$ cat config.mk
export PLATFORM = sky130hd
export DESIGN_NAME = pred_mask_lookup
export DESIGN_NICKNAME = d
export VERILOG_FILES = /design/src/rtl/pred_lut_pkg.sv /design/src/rtl/pred_slot_table.sv /design/src/rtl/pred_slot_match.sv /design/src/rtl/pred_mask_form.sv /design/src/rtl/pred_mask_lookup.sv
export SDC_FILE = /design/constraint.sdc
export NUM_CORES = 1
export LEC_CHECK = 0
export BUFFER_PORTS_ARGS = -buffer_cell sky130_fd_sc_hd__clkbuf_2
export CAP_MARGIN = 20
export CORE_AREA = 2 2 154 171
export CTS_CLUSTER_DIAMETER = 200
export DETAILED_ROUTE_END_ITERATION = 8
export DIE_AREA = 0 0 156 173
export GPL_TIMING_DRIVEN = 0
export HOLD_SLACK_MARGIN = 0.05
export PLACE_DENSITY_LB_ADDON = 0.12
export REMOVE_ABC_BUFFERS = 1
export SYNTH_ARGS = -nofsm -noshare
export SYNTH_HDL_FRONTEND = slang
export SYNTH_SLANG_ARGS = --single-unit
$ cat constraint.sdc
create_clock -name clk -period 5.2 [get_ports clk]
set_input_delay 0.78 -clock clk [delete_from_list [all_inputs] [get_ports clk]]
set_output_delay 0.78 -clock clk [all_outputs]
set_load 0.01 [all_outputs]
$ cat src/rtl/pred_lut_pkg.sv
package pred_lut_pkg;

    localparam int NUM_SLOTS = 16;
    localparam int REG_W     = 5;
    localparam int DATA_W    = 32;
    localparam int SLOT_W    = $clog2(NUM_SLOTS);

    localparam logic [REG_W-1:0] SP_REG   = REG_W'(2);
    localparam logic [REG_W-1:0] ZERO_REG = '0;

    typedef struct packed {
        logic             live;
        logic [REG_W-1:0] key;
        logic             is_fp;
        logic [REG_W-1:0] src;
        logic             enable;
        logic             invert;
        logic             zero;
    } slot_t;

    typedef struct packed {
        logic              valid;
        logic [DATA_W-1:0] mask;
        logic              zero;
    } resp_t;

    // A live entry keyed on the stack pointer must point back at itself.
    function automatic logic sp_rule_broken(input slot_t s);
        return s.live && (s.key == SP_REG) && (s.src != SP_REG);
    endfunction

    function automatic logic keys_match(input slot_t s,
                                        input logic [REG_W-1:0] key,
                                        input logic is_fp);
        return s.live && (s.key == key) && (s.is_fp == is_fp);
    endfunction

endpackage

$ cat src/rtl/pred_slot_table.sv
module pred_slot_table
    import pred_lut_pkg::*;
(
    input  logic                  clk,
    input  logic                  rst,
    input  logic                  wr_en,
    input  logic [SLOT_W-1:0]     wr_slot,
    input  slot_t                 wr_data,
    output logic                  wr_reject,
    output slot_t [NUM_SLOTS-1:0] slots
);

    logic refuse;

    always_comb begin
        refuse = wr_en && sp_rule_broken(wr_data);
    end

    for (genvar g = 0; g < NUM_SLOTS; g++) begin : g_slot
        always_ff @(posedge clk) begin
            if (rst) begin
                slots[g] <= '0;
            end else if (wr_en && !refuse && (wr_slot == SLOT_W'(g))) begin
                slots[g] <= wr_data;
            end
        end

        // no stored entry ever redirects the stack pointer
        a_r8_sp_never_redirected: assert property (@(posedge clk) disable iff (rst)
            !(slots[g].live && slots[g].key == SP_REG && slots[g].src != SP_REG));

        // a refused write leaves the slot untouched
        a_r8_refused_slot_stable: assert property (@(posedge clk) disable iff (rst)
            (refuse && wr_slot == SLOT_W'(g)) |=> $stable(slots[g]));
    end

    always_ff @(posedge clk) begin
        if (rst) begin
            wr_reject <= 1'b0;
        end else begin
            wr_reject <= refuse;
        end
    end

    a_r8_reject_after_bad_write: assert property (@(posedge clk) disable iff (rst)
        (wr_en && wr_data.live && wr_data.key == SP_REG && wr_data.src != SP_REG)
        |=> wr_reject);

endmodule

$ cat src/rtl/pred_slot_match.sv
module pred_slot_match
    import pred_lut_pkg::*;
(
    input  logic                  clk,
    input  logic                  rst,
    input  slot_t [NUM_SLOTS-1:0] slots,
    input  logic [REG_W-1:0]      lk_key,
    input  logic                  lk_is_fp,
    output logic                  hit,
    output slot_t                 hit_slot
);

    logic [NUM_SLOTS-1:0] cand;
    logic [NUM_SLOTS-1:0] grant;
    logic [NUM_SLOTS:0]   seen;

    assign seen[0] = 1'b0;

    for (genvar g = 0; g < NUM_SLOTS; g++) begin : g_cand
        assign cand[g]     = keys_match(slots[g], lk_key, lk_is_fp);
        assign grant[g]    = cand[g] && !seen[g];
        assign seen[g + 1] = seen[g] || cand[g];
    end

    always_comb begin
        hit_slot = '0;
        for (int i = 0; i < NUM_SLOTS; i++) begin
            if (grant[i]) begin
                hit_slot = hit_slot | slots[i];
            end
        end
    end

    assign hit = seen[NUM_SLOTS];

    // at most one slot wins the search
    a_r10_single_winner: assert property (@(posedge clk) disable iff (rst)
        $onehot0(grant));

    // a hit always carries the requested key and class
    a_r7_hit_matches_key: assert property (@(posedge clk) disable iff (rst)
        hit |-> (hit_slot.key == lk_key && hit_slot.is_fp == lk_is_fp && hit_slot.live));

endmodule

$ cat src/rtl/pred_mask_form.sv
module pred_mask_form
    import pred_lut_pkg::*;
(
    input  logic              clk,
    input  logic              rst,
    input  logic              lk_req,
    input  logic              hit,
    input  slot_t             hit_slot,
    output logic [REG_W-1:0]  rf_rd_idx,
    input  logic [DATA_W-1:0] rf_rd_data,
    output resp_t             resp
);

    logic              use_pred;
    logic [DATA_W-1:0] fetched;
    resp_t             next_resp;

    always_comb begin
        use_pred  = hit && hit_slot.enable;
        rf_rd_idx = use_pred ? hit_slot.src : ZERO_REG;
        fetched   = (rf_rd_idx == ZERO_REG) ? '0 : rf_rd_data;

        next_resp.valid = lk_req;
        if (use_pred) begin
            next_resp.mask = hit_slot.invert ? ~fetched : fetched;
            next_resp.zero = hit_slot.zero;
        end else begin
            next_resp.mask = '1;
            next_resp.zero = 1'b0;
        end
    end

    always_ff @(posedge clk) begin
        if (rst) begin
            resp <= '0;
        end else begin
            resp <= next_resp;
        end
    end

    // response strobe follows the request by exactly one cycle
    a_r2_rsp_follows_req: assert property (@(posedge clk) disable iff (rst)
        lk_req |=> resp.valid);
    a_r2_no_spurious_rsp: assert property (@(posedge clk) disable iff (rst)
        !lk_req |=> !resp.valid);

    // unpredicated requests come back unmasked and non-zeroing
    a_r3_unpredicated_all_ones: assert property (@(posedge clk) disable iff (rst)
        (lk_req && !(hit && hit_slot.enable)) |=> (resp.mask == '1 && !resp.zero));

    // register zero as a source never lets read data through
    a_r9_zero_source: assert property (@(posedge clk) disable iff (rst)
        (lk_req && hit && hit_slot.enable && hit_slot.src == ZERO_REG)
        |=> (resp.mask == '0 || resp.mask == '1));

endmodule

$ cat src/rtl/pred_mask_lookup.sv
module pred_mask_lookup
    import pred_lut_pkg::*;
(
    input  logic                    clk,
    input  logic                    rst,
    input  logic                    wr_en,
    input  logic [SLOT_W-1:0]       wr_slot,
    input  logic                    wr_valid,
    input  logic [REG_W-1:0]        wr_key,
    input  logic                    wr_is_fp,
    input  logic [REG_W-1:0]        wr_src,
    input  logic                    wr_enable,
    input  logic                    wr_invert,
    input  logic                    wr_zero,
    output logic                    wr_reject,
    input  logic                    lk_req,
    input  logic [REG_W-1:0]        lk_key,
    input  logic                    lk_is_fp,
    output logic                    rsp_valid,
    output logic [DATA_W-1:0]       rsp_mask,
    output logic                    rsp_zero,
    output logic [REG_W-1:0]        rf_rd_idx,
    input  logic [DATA_W-1:0]       rf_rd_data
);

    slot_t                 wr_data;
    slot_t [NUM_SLOTS-1:0] slots;
    logic                  hit;
    slot_t                 hit_slot;
    resp_t                 resp;

    always_comb begin
        wr_data.live   = wr_valid;
        wr_data.key    = wr_key;
        wr_data.is_fp  = wr_is_fp;
        wr_data.src    = wr_src;
        wr_data.enable = wr_enable;
        wr_data.invert = wr_invert;
        wr_data.zero   = wr_zero;
    end

    pred_slot_table i_table (
        .clk       (clk),
        .rst       (rst),
        .wr_en     (wr_en),
        .wr_slot   (wr_slot),
        .wr_data   (wr_data),
        .wr_reject (wr_reject),
        .slots     (slots)
    );

    pred_slot_match i_match (
        .clk      (clk),
        .rst      (rst),
        .slots    (slots),
        .lk_key   (lk_key),
        .lk_is_fp (lk_is_fp),
        .hit      (hit),
        .hit_slot (hit_slot)
    );

    pred_mask_form i_form (
        .clk        (clk),
        .rst        (rst),
        .lk_req     (lk_req),
        .hit        (hit),
        .hit_slot   (hit_slot),
        .rf_rd_idx  (rf_rd_idx),
        .rf_rd_data (rf_rd_data),
        .resp       (resp)
    );

    assign rsp_valid = resp.valid;
    assign rsp_mask  = resp.mask;
    assign rsp_zero  = resp.zero;

endmodule

==> out/qor.csv, run 1 <==
metric,value,unit
outcome,finished clean,
Max Fclk,0.201,GHz
Pre-Repair DR Iteration Count,5,
Gate Count Post-Synth,1445,
Synth Register Bits,275,
fraction of layout cells with a size suffix above 1,15.4,%
WL/cell,18.2,µm
Max Slew Vio Count,0,
"worst slack, placed",-0.0361,ns
Post-synth ARST share,0,%
reg2reg path depth,9,
sequential cell area,0.00551,mm²
Slew Limit Headroom,27.3,%
Clk pwr share,44.8,%
number of port buffers,100,
Ys Warns,0,
CP Launch Type,primary input,
n_diodes,0,
Slew @ Worst Pin,1.08,ns
final core occ,56.0,%
multi-input logic area,0.00644,mm²
CP required,4.42,ns
First DRT Iteration DRCs,639,
initial antenna violation count,0,
largest net degree at the start of global routing,143,
grt total ovfl,0,
hold path depth,2,
num rows,61,
post-layout min period,4.97,ns
Tot GR Track Use,24.3,%
RD Place Congestion,0.788,
vias in the first global route,9675,
layout net count,1538,
Placed Area,0.0131,mm²
Worst EP arrival,4.19,ns
Synth Cell Area,0.0125,mm²
fin cells,1811,
Routed Antenna Nets,0,
"CTS clk-pin slew, worst paths",0.06,ns
full die area,0.0270,mm²
Final Power,4.44,mW
sequential share of power,48.7,%
initial core utilization,49.9,%
fin worst setup slack,0.227,ns
Final Hold Viols,0,
P&R area growth vs syn,12.3,%
setup violators final,0,
Synth top area share,44.0,%
Comb pwr share,6.5,%
sw frac,23.3,%
Max-Cap Viols,0,
Hold Crit Class,in -> reg,
PostCTS Resize Cnt,0,
CTS hold repair buffers,0,
RSZ-0062 raised after global routing,false,
Yosys cell types,65,
WL final,33.0,mm
"Seq/Total Area, Yosys",44.0,%
total core area,0.0251,mm²
PD cells,316,mW/mm²
width of the chip,156,µm
most frequent cells in the layout,"275 x dfxtp_1, 257 x nand2_1, 194 x nor2_1, 135 x mux2i_1, 127 x a21oi_1",
syn avg cell area,8.67,µm²
Setup TNS Final,0,ns
vias per cell,5.49,
Root Buffer,clkbuf_16,
Setup Skew,0.00744,ns
fillers,2334,
die height,173,µm
Setup CP Type,in -> out,
Synth area leader,dfxtp_1,
cell count after placement,1758,
cts bufs inserted,30,
Clock Latency Late Sink,0.55,ns
num ports,101,
setup bufs post-CTS,0,
top_reg_cell synth,dfxtp_1,
worst-path fanout max,16,
Area contributors post-synth,"dfxtp_1 44%, mux2i_1 11%, nand2_1 7.7%",
clock sinks,275,
Post-synth EDFFs,0,
Sw Pwr,1.04,mW
global-route wire length before repair,52.7,mm
Final Cell Area,0.0141,mm²
Int Pwr,3.40,mW
CTS H-tree depth,1,
dpl hpwl,21.3,mm
vias,9951,
fin crit share,95.6,%
CP Capture Type,output pin,
TritonCTS clock tree,done,
DRC,0,
Pleak,5.21,nW
"most common cell after layout, fill and taps aside",dfxtp_1,
Max Root-Sink Buffers,3,
Worst IR Drop VDD,0.230,mV
Hold WS,0.421,ns
[synthesized netlist by cell type, types with 9 or more instances]
master,count
a211oi_2,31
a21oi_1,127
and3_1,10
buf_2,16
buf_6,14
clkbuf_1,80
dfxtp_1,275
mux2i_1,135
nand2_1,257
nand3_1,33
nand4_1,19
nor2_1,201
nor3_1,16
o21ai_0,9
xnor2_1,56
xor2_1,35
[registers in the layout, summed over array words and instances (netlist names)]
signal / cells
i_table.wr_reject: 1
i_form.resp: 34
i_table.slots: 240
[final cells by class]
| class | count | share of cell area [%] |
|---|---|---|
| Clock buffer | 46 | 6.06 |
| Clock inverter | 5 | 0.374 |
| Inverter | 7 | 0.187 |
| Multi-Input combinational cell | 1043 | 45.8 |
| Sequential cell | 275 | 39.2 |
| Tap cell | 315 | 2.80 |
| Timing Repair Buffer | 120 | 5.62 |
[logic make-up after synthesis]
kind of cell,count (synthesis),share of synthesized area (%)
simple gates,593,21.2
mux,135,10.8
xor+xnor,96,7.01
buf+inv,127,5.09
flops,275,44.0
compound gates,219,11.9
[worst max-delay path, cell delays in order]
cell      delay [ns]
clkbuf_2        0.55
xnor2_1         0.19
nand4_1         0.14
nor4_2          0.63
or4_1           0.53
nor3_4          0.13
a311o_1         0.44
or4_4           0.47
and3_1          0.20
clkbuf_2        0.12
[power groups by stage]
stage,clock (mW),sequential [mW],combinational [mW]
6_report,1.99,2.16,0.290
4_1_cts,2.04,2.16,0.290
3_5_place_dp,0,2.21,0.289
3_3_place_gp,0,2.21,0.278
2_1_floorplan,0,2.21,0.116
5_1_grt,2.13,2.16,0.314
[per-layer routing]
metal | track usage, % | share of wire, % | up-vias
li1 | - | - | 4939
met1 | 32.4 | 45 | 4756
met2 | 41.8 | 48 | 209
met3 | 3.16 | 4.5 | 47
met4 | 5.81 | 2.1 | 0
met5 | 0 | 0 | -
[path summary, 6_finish.rpt]
kind / start / to / slack [ns]
setup / recovery: lk_key[3] / rf_rd_idx[1] / 0.23
hold / removal: rf_rd_data[0] / i_form.resp[1]$_SDFF_PP0_ / 0.42
setup reg to reg: i_table.slots[38]$_SDFFE_PP0P_ / i_form.resp[2]$_SDFF_PP0_ / 0.98
hold reg to reg: i_table.slots[45]$_SDFFE_PP0P_ / i_table.slots[45]$_SDFFE_PP0P_ / 0.45
Power figures use the tool's default switching activity.
==> inputs of run 2 (changes only) <==
CELL_PAD_IN_SITES_DETAIL_PLACEMENT = 2   (was default)
CELL_PAD_IN_SITES_GLOBAL_PLACEMENT = 2   (was default)
CORE_AREA = 2 2 172 191   (was 2 2 154 171)
DIE_AREA = 0 0 174 193   (was 0 0 156 173)
==> out/qor.csv, run 2 (synthesis gave the netlist of run 1 again) <==
metric,value,unit,change
Worst EP arrival,4.17,ns,-0.02 ns
Comb pwr share,6.3,%,-0.2 points
"worst slack, placed",-0.384,ns,-0.348 ns
DRC,0,,unchanged
Max Fclk,0.202,GHz,+0.49%
P&R area growth vs syn,15.9,%,
die height,193,µm,+12%
num rows,69,,+13%
full die area,0.0336,mm²,+24%
Max Slew Vio Count,0,,unchanged
RD Place Congestion,0.779,,-1.1%
"most common cell after layout, fill and taps aside",dfxtp_1,,
layout net count,1552,,+0.91%
sw frac,24.1,%,+0.73 points
max reg flops,240,,unchanged
Setup TNS Final,0,ns,unchanged
PD cells,335,mW/mm²,+6.1%
R2R Setup Slk,0.98,ns,about the same
CTS H-tree depth,2,,+1
Slew @ Worst Pin,1.11,ns,+0.0260 ns
setup violators final,0,,unchanged
Setup CP Type,in -> out,,
clock sinks,275,,unchanged
largest net degree at the start of global routing,125,,-13%
Tot GR Track Use,25.2,%,+0.92 points
CP Cell Sequence,clkbuf_2 -> xnor2_1 -> nand4_1 -> nor4_4 -> nor2_2 -> a222oi_1 -> o211ai_1 -> a211o_1 -> and3_1 -> clkbuf_2,,
Final Hold Viols,0,,unchanged
Max stage delay on crit path,0.69,ns,+0.06 ns
Setup Skew,0.0226,ns,+0.0152 ns
Slew Limit Headroom,26.1,%,-1.2 points
WL/cell,22.0,µm,+21%
TritonCTS clock tree,done,,
Pre-Repair DR Iteration Count,6,,+1
First DRT Iteration DRCs,559,,-13%
cell mode on critical path,clkbuf_2,,
cts bufs inserted,35,,+17%
vias in the first global route,11400,,+18%
global-route wire length before repair,66.1,mm,+25%
outcome,finished clean,,
vias,10600,,+6.3%
RSZ-0062 raised after global routing,false,,
critical path's slowest cell,nor4_4,,
WP buf/inv,2,,unchanged
Sw Pwr,1.17,mW,+13%
Clk pwr share,49.2,%,+4.4 points
CP required,4.42,ns,about the same
Pleak,5.38,nW,+3.3%
vias per cell,5.46,,-0.60%
Clock Latency Late Sink,0.52,ns,-0.03 ns
CP Launch Type,primary input,,
width of the chip,174,µm,+12%
fin worst setup slack,0.251,ns,+0.0243 ns
WL final,42.6,mm,+29%
n_diodes,0,,unchanged
number of port buffers,100,,unchanged
fin crit share,95.2,%,-0.47 points
sequential share of power,44.5,%,-4.2 points
num ports,101,,unchanged
Worst IR Drop VDD,0.209,mV,-9.1%
Int Pwr,3.69,mW,+8.5%
Root Buffer,clkbuf_16,,
dpl hpwl,27.5,mm,+29%
worst-path fanout max,16,,unchanged
grt total ovfl,0,,unchanged
"CP delay by family, top",simple AND/OR/NAND/NOR gates,,
initial core utilization,39.4,%,-10 points
post-layout min period,4.95,ns,-0.0243 ns
Max Root-Sink Buffers,3,,unchanged
Routed Antenna Nets,0,,unchanged
fraction of layout cells with a size suffix above 1,16.9,%,+1.5 points
Max-Cap Viols,0,,unchanged
Reg with most FFs,i_table.slots,,
initial antenna violation count,0,,unchanged
most frequent cells in the layout,"275 x dfxtp_1, 257 x nand2_1, 193 x nor2_1, 135 x mux2i_1, 127 x a21oi_1",,
Hold Crit Class,in -> reg,,
Regs by FF count,"i_table.slots (240), i_form.resp (34), i_table.wr_reject (1)",,
total core area,0.0318,mm²,+27%
"CTS clk-pin slew, worst paths",0.06,ns,about the same
CP Capture Type,output pin,,
run 2: area by class of cell:
class                      instances  area (µm²)
clock buffer                      50        1050
sequential                       275        5510
multi-input combinational       1043        6460
inverter                           7        26.3
clock inverter                     7        63.8
tap                              426         533
fill                            3545       17300
timing repair buffer             129         873
run 2: worst paths after layout:
check | start | endpoint | cells past startpoint
max reg2reg | i_table.slots[178]$_SDFFE_PP0P_ | i_form.resp[1]$_SDFF_PP0_ | 10
min reg2reg | i_table.slots[0]$_SDFFE_PP0P_ | i_table.slots[0]$_SDFFE_PP0P_ | 2
max | lk_key[4] | rf_rd_idx[2] | 10
min | rf_rd_data[11] | i_form.resp[12]$_SDFF_PP0_ | 2
run 2: worst register-to-register path, cell delays in order, from the launching register on:
cell      delay, ns
dfxtp_1        0.33
xnor2_1        0.20
nand4_1        0.22
nor4_4         0.69
nor2_2         0.27
a222oi_1       0.51
o211ai_1       0.20
a211o_1        0.37
nor2_1         0.24
a31o_2         0.90
a211oi_1       0.12
run 2: routing by layer:
metal	GRT usage [%]	part of all wire (%)	vias up
met5	0	0	-
met4	7.08	2.3	0
met3	3.25	3.1	66
met2	46.3	51	155
met1	31.1	44	5400
li1	-	-	4959
run 2: power by group through the flow:
stage	registers [mW]	logic [mW]	clock network, mW
final	2.16	0.308	2.39
after global routing	2.17	0.336	2.52
after CTS	2.16	0.312	2.45
after detailed placement	2.21	0.308	0
after global placement	2.21	0.291	0
after floorplan	2.21	0.116	0
run 2: timing repair:
item,CTS,global route
resized for setup,1,1
setup endpoints to repair,1,5
endpoints found under the hold margin,0,0
hold buffers,0,0
pin swaps,0,2
setup buffers,0,8
run 2: stage by stage:
step | instance area [µm²] | util (%) | total power [mW] | hold slack [ns] | std cells
2_1_floorplan | 11900 | - | 2.33 | 0.426 | 1325
6_report | 14500 | 45.7 | 4.86 | 0.458 | 1937
5_1_grt | 14500 | 45.7 | 5.03 | 0.451 | 1937
4_1_cts | 14400 | 45.5 | 4.92 | 0.447 | 1927
3_3_place_gp | 12900 | 40.7 | 2.50 | 0.439 | 1851
3_5_place_dp | 13300 | 41.9 | 2.52 | 0.450 | 1870
==> inputs of run 3 (changes only) <==
CORE_AREA = 2 2 189 210   (was 2 2 172 191)
CTS_BUF_LIST = sky130_fd_sc_hd__clkbuf_8 sky130_fd_sc_hd__clkbuf_16   (was default)
DIE_AREA = 0 0 191 212   (was 0 0 174 193)
clock period = 4.29 ns   (was 5.2 ns; I/O delays follow)
==> out/qor.csv, run 3 (synthesis gave the netlist of run 1 again) <==
metric,value,unit,change
outcome,finished clean,,
Slew @ Worst Pin,0.996,ns,-0.113 ns
RSZ-0062 raised after global routing,false,,
Tot GR Track Use,22.0,%,-3.2 points
Max Root-Sink Buffers,3,,unchanged
CP Capture Type,output pin,,
clock sinks,275,,unchanged
routing usage on met3,3.04,%,-0.22 points
grt met2 use,39.4,%,-6.9 points
Hold Crit Class,in -> reg,,
WL final,43.5,mm,+2.0%
dpl hpwl,28.5,mm,+3.7%
Most Crowded Layer GR,met2,,
number of port buffers,100,,unchanged
vias,10500,,-1.1%
DRC,0,,unchanged
"CTS clk-pin slew, worst paths",0.06,ns,about the same
Slew Limit Headroom,33.1,%,+7.0 points
vias in the first global route,11500,,+0.51%
First DRT Iteration DRCs,362,,-35%
CP Cell Sequence,clkbuf_4 -> xnor2_1 -> nand4_1 -> nor4_4 -> buf_4 -> or4_4 -> nor3_4 -> a311o_1 -> or4_4 -> and3_1 -> clkbuf_2,,
Routed Antenna Nets,0,,unchanged
P&R area growth vs syn,18.2,%,
hold wc startpoint,rf_rd_data[22],,
global-route wire length before repair,67.8,mm,+2.6%
cell mode on critical path,or4_4,,
fillers,4309,,+22%
PD cells,399,mW/mm²,+19%
Regs by FF count,"i_table.slots (240), i_form.resp (34), i_table.wr_reject (1)",,
Max Slew Vio Count,0,,unchanged
fin crit share,97.3,%,
CP Launch Point,lk_key[0],,
Hold WS,0.305,ns,-0.153 ns
Worst EP arrival,3.53,ns,-0.64 ns
layout net count,1562,,+0.64%
Reg with most FFs,i_table.slots,,
CP required,3.65,ns,-0.77 ns
Final Cell Area,0.0148,mm²,+1.9%
"CP delay by family, top",simple AND/OR/NAND/NOR gates,,
Pleak,5.50,nW,+2.2%
width of the chip,191,µm,+9.8%
largest net degree at the start of global routing,129,,+3.2%
vias per cell,5.15,,-5.8%
Max stage delay on crit path,0.47,ns,-0.22 ns
initial antenna violation count,0,,unchanged
CTS H-tree depth,2,,unchanged
Setup TNS Final,0,ns,unchanged
worst-path fanout max,16,,unchanged
fin worst setup slack,0.116,ns,-0.136 ns
RD Place Congestion,0.763,,-2.1%
fin cells,2032,,+4.9%
met1 Track Usage GR,27.5,%,-3.6 points
fraction of layout cells with a size suffix above 1,17.8,%,+0.89 points
full die area,0.0405,mm²,+21%
Placed Area,0.0135,mm²,+1.0%
initial core utilization,32.5,%,-6.9 points
Root Buffer,clkbuf_16,,
num ports,101,,unchanged
final core occ,38.4,%,-7.3 points
die height,212,µm,+9.8%
"worst slack, placed",-1.11,ns,-0.722 ns
Clock Latency Late Sink,0.55,ns,+0.03 ns
n_diodes,0,,unchanged
max reg flops,240,,unchanged
Setup CP Type,in -> out,,
Reg-to-Reg Start,i_table.slots[220]$_SDFFE_PP0P_,,
Final Hold Viols,0,,unchanged
post-layout min period,4.17,ns,
setup violators final,0,,unchanged
"most common cell after layout, fill and taps aside",dfxtp_1,,
Max Fclk,0.240,GHz,
cts bufs inserted,35,,unchanged
cell count after placement,1955,,+4.5%
WP buf/inv,3,,+1
grt total ovfl,0,,unchanged
critical path's slowest cell,or4_4,,
Pre-Repair DR Iteration Count,5,,-1
TritonCTS clock tree,done,,
WL/cell,21.4,µm,-2.8%
Setup Skew,0.0127,ns,-0.00993 ns
Worst IR Drop VDD,0.318,mV,+52%
num rows,76,,+10%
Final Power,5.90,mW,+21%
Max-Cap Viols,0,,unchanged
most frequent cells in the layout,"275 x dfxtp_1, 257 x nand2_1, 192 x nor2_1, 135 x mux2i_1, 127 x a21oi_1",,
CP Launch Type,primary input,,
total core area,0.0385,mm²,+21%
-- run 3: changes by cell type in the layout (fill, tap and decap cells not counted), moves of 5 or more --
cell / delta
clkbuf_1: -5
inv_1: +9
clkbuf_4: +6
buf_4: +8
clkbuf_2: -6
-- run 3: layout make-up --
type                       count  area, µm²  area share (%)
clock buffer                  44       1020            6.91
clock inverter                17       98.8           0.668
inverter                       7       26.3           0.178
multi-input combinational   1043       6510            44.0
sequential                   275       5510            37.2
tap                          507        634            4.29
timing repair buffer         139       1000            6.76
-- run 3: metal layers --
metal  vias to the layer above  routed length (µm)  share of wire, %
li1                       4993                   -                 -
met1                      5332               19600                45
met2                        95               22100                51
met3                        40                 983               2.3
met4                         0                 752               1.7
met5                         -                   0                 0
-- run 3: final timing paths --
path                                      to  slack (ns)  depth (start not counted)
max                             rf_rd_idx[1]        0.12                         11
min reg2reg  i_table.slots[184]$_SDFFE_PP0P_        0.46                          2
min               i_form.resp[23]$_SDFF_PP0_        0.30                          2
max reg2reg       i_form.resp[13]$_SDFF_PP0_        0.60                         12
-- run 3: power by group --
group	leakage [nW]	switching [mW]	internal, mW	total [mW]
registers	2.23	0.0211	2.60	2.62
clock network	0.596	1.17	1.73	2.90
logic	2.67	0.259	0.119	0.378
total	5.50	1.45	4.45	5.90
-- run 3: timing repair --
action                     CTS  global route
buffers inserted             5            11
setup endpoints to repair   37            35
pin swaps                    2             6
resized for setup           13             5
hold buffers                 0             0
